--- src/rtl/sc_clkdiv_pkg.sv ---
package sc_clkdiv_pkg;
  localparam int unsigned RATIO_W   = 6;
  localparam int unsigned PORT_W    = 8;
  localparam logic [RATIO_W-1:0] RATIO_RESET = 6'd12;
endpackage

--- src/rtl/sc_ratio_reg.sv ---
module sc_ratio_reg
  import sc_clkdiv_pkg::*;
#(
  parameter int unsigned RW = RATIO_W,
  parameter int unsigned PW = PORT_W,
  parameter logic [RW-1:0] RST_VAL = RATIO_RESET
) (
  input  logic          clk,
  input  logic          rst_n,
  input  logic          wr_en,
  input  logic [PW-1:0] wr_data,
  output logic [RW-1:0] staged,
  output logic [PW-1:0] rd_data
);
  localparam int unsigned PAD_W = PW - RW;

  logic [RW-1:0] staged_d;
  logic [RW-1:0] staged_q;

  always_comb begin
    staged_d = staged_q;
    if (wr_en) staged_d = wr_data[RW-1:0];
  end

  always_ff @(posedge clk or negedge rst_n) begin
    if (!rst_n) staged_q <= RST_VAL;
    else        staged_q <= staged_d;
  end

  assign staged  = staged_q;
  assign rd_data = {{PAD_W{1'b0}}, staged_q};
endmodule

--- src/rtl/sc_ratio_counter.sv ---
module sc_ratio_counter
  import sc_clkdiv_pkg::*;
#(
  parameter int unsigned RW = RATIO_W,
  parameter logic [RW-1:0] RST_VAL = RATIO_RESET
) (
  input  logic          clk,
  input  logic          rst_n,
  input  logic [RW-1:0] staged,
  output logic          tick
);
  logic [RW-1:0] cnt_q, cnt_d;
  logic [RW-1:0] run_q, run_d;
  logic [RW-1:0] limit;

  // a zero ratio counts like a ratio of one
  assign limit = (run_q == '0) ? {{(RW-1){1'b0}}, 1'b1} : run_q;
  assign tick  = (cnt_q == limit);

  always_comb begin
    cnt_d = cnt_q + 1'b1;
    run_d = run_q;
    if (tick) begin
      cnt_d = '0;
      run_d = staged;   // reload only at terminal count
    end
  end

  always_ff @(posedge clk or negedge rst_n) begin
    if (!rst_n) begin
      cnt_q <= '0;
      run_q <= RST_VAL;
    end else begin
      cnt_q <= cnt_d;
      run_q <= run_d;
    end
  end
endmodule

--- src/rtl/sc_card_toggle.sv ---
module sc_card_toggle (
  input  logic clk,
  input  logic rst_n,
  input  logic tick,
  output logic card_clk
);
  logic ck_q, ck_d;

  always_comb begin
    ck_d = ck_q;
    if (tick) ck_d = ~ck_q;
  end

  always_ff @(posedge clk or negedge rst_n) begin
    if (!rst_n) ck_q <= 1'b0;
    else        ck_q <= ck_d;
  end

  assign card_clk = ck_q;
endmodule

--- src/rtl/sc_clkdiv.sv ---
module sc_clkdiv
  import sc_clkdiv_pkg::*;
#(
  parameter int unsigned RW = RATIO_W,
  parameter int unsigned PW = PORT_W,
  parameter logic [RW-1:0] RST_VAL = RATIO_RESET
) (
  input  logic          clk,
  input  logic          rst_n,
  input  logic          wr_en,
  input  logic [PW-1:0] wr_data,
  output logic [PW-1:0] rd_data,
  output logic          etu_tick,
  output logic          card_clk
);
  logic [RW-1:0] staged;

  sc_ratio_reg #(.RW(RW), .PW(PW), .RST_VAL(RST_VAL)) u_reg (
    .clk     (clk),
    .rst_n   (rst_n),
    .wr_en   (wr_en),
    .wr_data (wr_data),
    .staged  (staged),
    .rd_data (rd_data)
  );

  sc_ratio_counter #(.RW(RW), .RST_VAL(RST_VAL)) u_cnt (
    .clk    (clk),
    .rst_n  (rst_n),
    .staged (staged),
    .tick   (etu_tick)
  );

  sc_card_toggle u_tog (
    .clk      (clk),
    .rst_n    (rst_n),
    .tick     (etu_tick),
    .card_clk (card_clk)
  );
endmodule

--- config.mk ---
export PLATFORM = sky130hd
export DESIGN_NAME = sc_clkdiv
export DESIGN_NICKNAME = d
export VERILOG_FILES = /design/src/rtl/sc_clkdiv_pkg.sv /design/src/rtl/sc_ratio_reg.sv /design/src/rtl/sc_ratio_counter.sv /design/src/rtl/sc_card_toggle.sv /design/src/rtl/sc_clkdiv.sv
export SDC_FILE = /design/constraint.sdc
export NUM_CORES = 1
export LEC_CHECK = 0
export BUFFER_PORTS_ARGS = -buffer_cell sky130_fd_sc_hd__buf_2
export CAP_MARGIN = 25
export CORE_AREA = 2 2 50 52
export DETAILED_ROUTE_END_ITERATION = 10
export DIE_AREA = 0 0 52 54
export GPL_TIMING_DRIVEN = 0
export PLACE_DENSITY = 0.62
export SYNTH_ARGS = -nofsm -noshare
export SYNTH_HDL_FRONTEND = slang
export SYNTH_SLANG_ARGS = --single-unit
--- constraint.sdc ---
create_clock -name clk -period 2 [get_ports clk]
set_input_delay 0.4 -clock clk [delete_from_list [all_inputs] [get_ports clk]]
set_output_delay 0.4 -clock clk [all_outputs]
set_load 0.02 [all_outputs]
Word-level counts from Yosys, hierarchy flattened:

Cells that the tools add are included.
Widths: inputs -> output; s select.

* register bits after elaboration: 19
* input bits: 11
* output and inout port bits: 10
* logic and storage cells: 10

* add/subtract/negate cells: 1
* equality and inequality tests: 1
* multiplexer cells: 2
* bitwise operators: 1
* reduce and logical (&&, ||, !) cells: 1

Operator list (number)
* $mux 6: 2
* $add 6x1->6 const B: 1
* $eq 6x6->1: 1
* $logic_not 6->1: 1
* $not 1->1: 1

Longest topological paths before layout:

Gate-level depths: netlist of run 1.

* word-level depth: 4
* gate-level depth with buffers: 6
* depth with buffers taken out: 5

Hierarchy:

From an unflattened synthesis of run 1, not the netlist that was laid out.

* cells, all modules: 75
* area, all modules: 967.2 um^2

By module, submodules not included
* sc_ratio_counter: times used 1, cells an instance 51, area each 615.6 um^2, sequential area each 302.8 um^2
* sc_ratio_reg: times used 1, cells an instance 22, area each 317.8 um^2, sequential area each 152.6 um^2
* sc_card_toggle: times used 1, cells an instance 2, area each 33.8 um^2, sequential area each 25.0 um^2

Worst setup path before layout of run 1:

No wires, ideal clock.

* kind: reg-to-reg
* from: register u_cnt.run_q[2]
* to: register u_cnt.run_q[1]
* library setup time: 125 ps
* data arrival time: 1555 ps
* data required time: 1875 ps
* setup slack: 320 ps
* stages on the path, launching flop included: 7
* buffers on the path: 1
* clock period less this slack: 1680 ps
* path through: dfstp_2 > xor2_1 > nor3_1 > nand3_1 > nor2_2 > buf_6 > mux2_4

* longest elaborated chain between the ends: 3

RTL lines
* start: declaration: RTL line sc_ratio_counter.sv:13 `logic [RW-1:0] run_q, run_d;`
* start signal: assignment: RTL line sc_ratio_counter.sv:35 `run_q <= run_d;`
* $logic_not 6->1: RTL line sc_ratio_counter.sv:17 `assign limit = (run_q == '0) ? {{(RW-1){1'b0}}, 1'b1} : run_q;`
* $mux 6 *: RTL line sc_ratio_counter.sv:17
* $eq 6x6->1 *: RTL line sc_ratio_counter.sv:18 `assign tick = (cnt_q == limit);`
* named net etu_tick: RTL line sc_clkdiv.sv:13 `output logic etu_tick,`

Mark *: on every way through the listed nets, which the timed path passes. The rest lies on a longest branch.
A chain may end at the register's enable or synchronous reset.

Worst setup path in the final report of run 1:

* from: register u_cnt.run_q[2]
* to: output port etu_tick

* longest elaborated chain between the ends: 3

RTL lines (RTL line)
* $logic_not 6->1: sc_ratio_counter.sv:17
* $mux 6 *: sc_ratio_counter.sv:17
* $eq 6x6->1 *: sc_ratio_counter.sv:18
* end: declaration: sc_clkdiv.sv:13

Mark *: on every way between the ends. The rest lies on a longest branch, timed or not.

==> results of run 1 <==
==> area by class of cell <==
class,instances,area [um^2]
buffer,4,30.0
clock buffer,4,26.3
fill,223,1240
inverter,1,3.75
multi-input combinational,46,363
sequential,19,480
tap,30,37.5
timing repair buffer,23,141
==> layout by cell type (no fill, tap or decap), types with 2 or more instances in the layout <==
cell,Yosys,layout
nand3_1,3,3
clkbuf_1,1,2
mux2_2,8,8
nor2_1,6,6
nor3_1,2,2
clkbuf_4,0,3
dfstp_2,4,4
xnor2_1,5,5
buf_6,1,2
xor2_1,5,5
buf_4,2,10
dfrtp_1,15,15
nand2_1,2,2
conb_1,1,2
mux2_4,3,3
buf_2,0,14
==> Yosys cell counts (2+ instances only) <==
cell type	n	share of area, %
nor2_1	6	2.6
mux2_4	3	5.2
o21ai_0	2	1.2
xnor2_1	5	5.0
dfrtp_1	15	43
dfstp_2	4	12
xor2_1	5	5.0
nand3_1	3	1.7
nor3_1	2	1.2
buf_4	2	1.7
mux2_2	8	10
nand2_1	2	0.86
==> power breakdown <==
group | internal [mW] | switching (mW)
sequential | 0.548 | 0.159
clock | 0.0775 | 0.112
combinational | 0.366 | 0.268
==> worst min path at each step <==
stage / startpoint / endpoint / slack, ns / cells after the start
3_3_place_gp: rst_n / u_tog.card_clk$_DFFE_PN0N_ / 0.36 / 1
4_1_cts: rst_n / u_tog.card_clk$_DFFE_PN0N_ / 0.03 / 1
3_5_place_dp: rst_n / u_tog.card_clk$_DFFE_PN0N_ / 0.36 / 1
2_1_floorplan: rst_n / u_cnt.cnt_q[0]$_DFF_PN0_ / 0.10 / 0
6_report: rst_n / u_cnt.run_q[5]$_DFFE_PN0N_ / 0.02 / 1
5_1_grt: rst_n / u_tog.card_clk$_DFFE_PN0N_ / 0.05 / 1
==> registers in the layout, indices dropped and copies added, names as in the netlist <==
name,cells
u_cnt.cnt_q,6
u_cnt.run_q,6
u_reg.staged,6
u_tog.card_clk,1
==> logic make-up after synthesis <==
logic type | count (synthesis)
flops | 19
simple gates | 16
mux | 11
xor+xnor | 10
compound gates | 6
buf+inv | 5
fa+ha+maj | 1
other cells | 1
==> per-layer routing <==
metal / GRT usage [%] / vias up
met3: 4.17 / 4
met2: 20.5 / 16
met4: 5.26 / 0
met5: 0 / -
met1: 16.3 / 299
li1: - / 283
==> metrics by stage <==
stage / std cells / cell area [um^2] / hold WS, ns / utilization, %
final: 127 / 1080 / 0.0211 / 46.7
after global routing: 127 / 1080 / 0.0470 / 46.7
after CTS: 125 / 1070 / 0.0319 / 46.0
after detailed placement: 115 / 986 / 0.357 / 42.5
after global placement: 115 / 986 / 0.356 / 42.5
after floorplan: 70 / 873 / 0.104 / -
==> what timing repair did <==
item / in CTS / in global routing
pin swaps: 3 / 2
endpoints found under the setup margin: 1 / 3
resized for setup: 3 / 1
setup buffers: 6 / 2
==> flow_summary_export.csv, run 1 <==
group,metric,value,unit
status,outcome,"finished with violations",
status,violations,"negative setup slack",
die,dieArea,0.00281,mm^2
critical_path,worst_r2r_path_depth,9,
pwr,p_leak,0.506,nW
timing,fin_crit_sh,102,%
drt,first_pass_iters,4,
logic_synthesis,synth.distinct_cells,24,
timing,max_freq,492,MHz
layout,num_antenna_cells,0,
critical_path,critPathMostFrequentCell,"buf_6",
clock_tree,cts_tree,"done",
drt,vias,602,
clock_tree,cts_buffer_depth,2,
clock_tree,cts.reportedPaths.clkPinSlew,0.11,ns
die,coreArea,0.00232,mm^2
critical_path,worstReg2RegStart,"u_cnt.run_q[2]$_DFFE_PN1N_",
pwr,vdd_drop_max,0.790,mV
logic_synthesis,syn_area,870,um^2
timing,rsz0062_at_grt,"true",
critical_path,path_cells,"xor2_1 -> nor3_1 -> nand3_1 -> nor2_2 -> buf_6 -> buf_6",
die,die_y,54,um
critical_path,timing.rr.end,"u_cnt.run_q[0]$_DFFE_PN0N_",
logic_synthesis,yosysWarnings,0,
logic_synthesis,yosys.area_share.adder,1.44,%
logic_synthesis,synth_compound_area_share,4.75,%
layout,syn_to_final_growth,24.5,%
critical_path,crit_start,"u_cnt.run_q[2]$_DFFE_PN1N_",
critical_path,required,1.60,ns
critical_path,cp-end-kind,"output pin",
place,port_buffers,15,
critical_path,path_delay_family,"flip-flops",
critical_path,r2r_slack,0.11,ns
critical_path,timing_worst_setup_path_type,"reg2out",
timing,finClkSkew,0.00951,ns
logic_synthesis,ys_ff_latch,19,
critical_path,crit_buf_inv,2,
die,rows,18,
global_route,grt_pass1_vias,572,
die,ioPinCount,21,
global_route,grt_pass1_wl,2.62,mm
drt,wl_met2,747,um
logic_synthesis,synth_top_family_by_area,"multiplexers",
global_route,antenna_found_initial,0,
clock_tree,ctsHoldBuffers,0,
clock_tree,htree_levels,1,
logic_synthesis,synth-simple-area-share,8.63,%
die,die_x,52,um
hold_path,hold_class,"in2async",
timing,slew_violations,0,
logic_synthesis,synth_seq_area_share,55.3,%
drt,post_drt_wl_per_cell,12.2,um
drt,met1_length,680,um
logic_synthesis,ys.flop_type,"dfrtp_1",
layout,drive_above_1_share,48.5,%
logic_synthesis,synth_mux_area_share,15.5,%
clock_tree,insertion_delay,0.29,ns
logic_synthesis,synth_xor_area_share,10.1,%
timing,finalHoldViolCount,0,
global_route,grt_max_degree,20,
place,place_hpwl,1.00,mm
die,initial_core_util,37.5,%
place,dp_slack,0.0437,ns
critical_path,cpPeakStageDelay,0.58,ns
layout,nets,110,
critical_path,cp.depth,6,
timing,timing.final.crit_period,2.03,ns
logic_synthesis,async_flop_share,100,%
drt,wl_met3,88,um
clock_tree,cts.sinks,19,
critical_path,slowest_stage,"dfstp_2",
drt,drt_iter0_drc,10,
global_route,grt.overflow.total,0,
critical_path,critPathArrivalTime,1.63,ns
pwr,power.total,1.53,mW
drt,ant_nets,0,
clock_tree,cts_inserted_buffers,3,
clock_tree,root_buffer,"clkbuf_4",
critical_path,crit_fanout,3,
drt,maxUsedRoutingLayer,"met4",
timing,setup_violations,1,
critical_path,start_kind,"flop",
global_route,track_usage,12.9,%
drt,route.detailed.drc,0,
timing,fin_ws,-0.0338,ns
timing,tns,-0.0338,ns
drt,wirelength,1.55,mm
drt,viasPerCell,4.74,
logic_synthesis,syn_area_per_cell,12.6,um^2
critical_path,endpoint,"etu_tick",
place,gp_congestion,0.726,
logic_synthesis,synth_cells,69,
flow_run,maxCapViolations,0,
pwr,power_density,1410,mW/mm^2
logic_synthesis,synth_edf_count,0,
No activity file was read; power rests on OpenSTA's default activity.
==> run 2: changes to the inputs <==
- MAX_ROUTING_LAYER: unset -> met4
==> flow_summary_export.csv, run 2 (same netlist as run 1, synthesis figures left out) <==
group,metric,value,unit
drt,viasPerCell,4.71,
die,ioPinCount,21,
global_route,antenna_found_initial,0,
global_route,grt_max_degree,20,
timing,timing.final.crit_period,2.03,ns
hold_path,hold_class,"in2async",
drt,vias,598,
pwr,vdd_drop_max,0.786,mV
critical_path,critPathArrivalTime,1.63,ns
layout,layout_commonest_cell,"dfrtp_1",
timing,fin_crit_sh,101,%
drt,drt_iter0_drc,14,
timing,holdWs,0.0258,ns
pwr,internal_power,992,uW
pwr,power.total,1.53,mW
layout,final_core_util,46.7,%
clock_tree,insertion_delay,0.29,ns
timing,setup_violations,1,
clock_tree,ctsHoldBuffers,0,
layout,multiInputGateArea,363,um^2
timing,fin_ws,-0.0296,ns
critical_path,required,1.60,ns
pwr,p_leak,0.506,nW
global_route,grt_pass1_vias,571,
global_route,grt_pass1_wl,2.64,mm
die,die_x,52,um
pwr,p_seq_share,46.3,%
layout,nets,110,
timing,finClkSkew,0.00559,ns
place,gp_congestion,0.735,
drt,ant_nets,0,
pwr,switching_share,35.3,%
pwr,power_switching,541,uW
drt,first_pass_iters,2,
critical_path,crit_fanout,3,
layout,drive_above_1_share,48.5,%
global_route,track_usage,13.4,%
clock_tree,cts.reportedPaths.clkPinSlew,0.10,ns
timing,slew_violations,0,
critical_path,worst_r2r_path_depth,9,
flow_run,maxCapViolations,0,
die,rows,18,
critical_path,cp-end-kind,"output pin",
clock_tree,cts_buffer_depth,2,
layout,num_antenna_cells,0,
layout,final_cell_mix,"dfrtp_1 (15), buf_2 (14), buf_4 (10)",
pwr,clockPowerShare,12.2,%
drt,post_drt_wl_per_cell,12.2,um
die,coreArea,0.00232,mm^2
timing,rsz0062_at_grt,"true",
timing,max_freq,493,MHz
die,initial_core_util,37.5,%
place,place_inst,115,
layout,nFillCells,223,
pwr,combinationalPowerShare,41.5,%
die,die_y,54,um
status,outcome,"finished with violations",
pwr,power_density,1420,mW/mm^2
critical_path,timing_worst_setup_path_type,"reg2out",
global_route,grt.overflow.total,0,
drt,wirelength,1.55,mm
clock_tree,htree_levels,1,
critical_path,timing.rr.end,"u_cnt.run_q[0]$_DFFE_PN0N_",
place,place_hpwl,1.00,mm
clock_tree,cts_tree,"done",
drt,route.detailed.drc,0,
timing,tns,-0.0296,ns
critical_path,worstReg2RegStart,"u_cnt.run_q[2]$_DFFE_PN1N_",
layout,seqCellArea,480,um^2
clock_tree,root_buffer,"clkbuf_4",
clock_tree,cts.sinks,19,
critical_path,start_kind,"flop",
layout,final_cells,127,
layout,syn_to_final_growth,24.5,%
place,port_buffers,15,
timing,finalHoldViolCount,0,
critical_path,r2r_slack,0.11,ns
clock_tree,cts_inserted_buffers,3,
die,dieArea,0.00281,mm^2
status,violations,"negative setup slack",
[run 2: worst max-delay path by stage]
stage,from,end,depth (start not counted)
after floorplan,u_cnt.run_q[2]$_DFFE_PN1N_,u_cnt.run_q[1]$_DFFE_PN0N_,6
after global placement,u_cnt.run_q[2]$_DFFE_PN1N_,etu_tick,6
after detailed placement,u_cnt.run_q[2]$_DFFE_PN1N_,etu_tick,6
after CTS,u_cnt.run_q[2]$_DFFE_PN1N_,etu_tick,6
after global routing,u_cnt.run_q[2]$_DFFE_PN1N_,etu_tick,6
final,u_cnt.run_q[2]$_DFFE_PN1N_,etu_tick,6
[run 2: worst max-delay path, cell delays in order (launching register included)]
cell,delay [ns]
dfstp_2,0.58
xor2_1,0.09
nor3_1,0.14
nand3_1,0.13
nor2_2,0.16
buf_6,0.12
buf_6,0.11
[run 2: final cells by class]
type / instances / share of cell area [%]
clock buffers: 4 / 2.43
repair buffers: 23 / 13.1
inverters: 1 / 0.347
flip-flops and latches: 19 / 44.4
plain buffers: 4 / 2.77
well taps: 30 / 3.47
multi-input cells: 46 / 33.5
[run 2: power groups by stage]
stage               Clock [mW]  Combinational, mW  Sequential [mW]
global placement             0              0.517            0.710
finish                   0.187              0.637            0.710
detailed placement           0              0.532            0.713
floorplan                    0              0.418            0.699
CTS                      0.198              0.605            0.706
global route             0.218              0.704            0.731
[run 2: what timing repair did]
action / CTS / global route
pin swaps: 3 / 2
setup endpoints to repair: 1 / 3
resized for setup: 3 / 2
buffers inserted: 6 / 2
[run 2: stage by stage]
step	instance area [um^2]	setup slack (ns)
final	1080	-0.0296
after floorplan	873	0.320
after CTS	1070	-0.00816
after global routing	1080	-0.112
after global placement	986	0.0393
after detailed placement	986	0.0437
[run 2: routing by layer]
| metal | vias to the layer above | global-route usage, % | wire length, um |
|---|---|---|---|
| met3 | 4 | 4.17 | 61 |
| li1 | 284 | - | - |
| met1 | 298 | 16.6 | 713 |
| met4 | 0 | 5.26 | 26 |
| met5 | - | - | 0 |
| met2 | 12 | 20.3 | 747 |
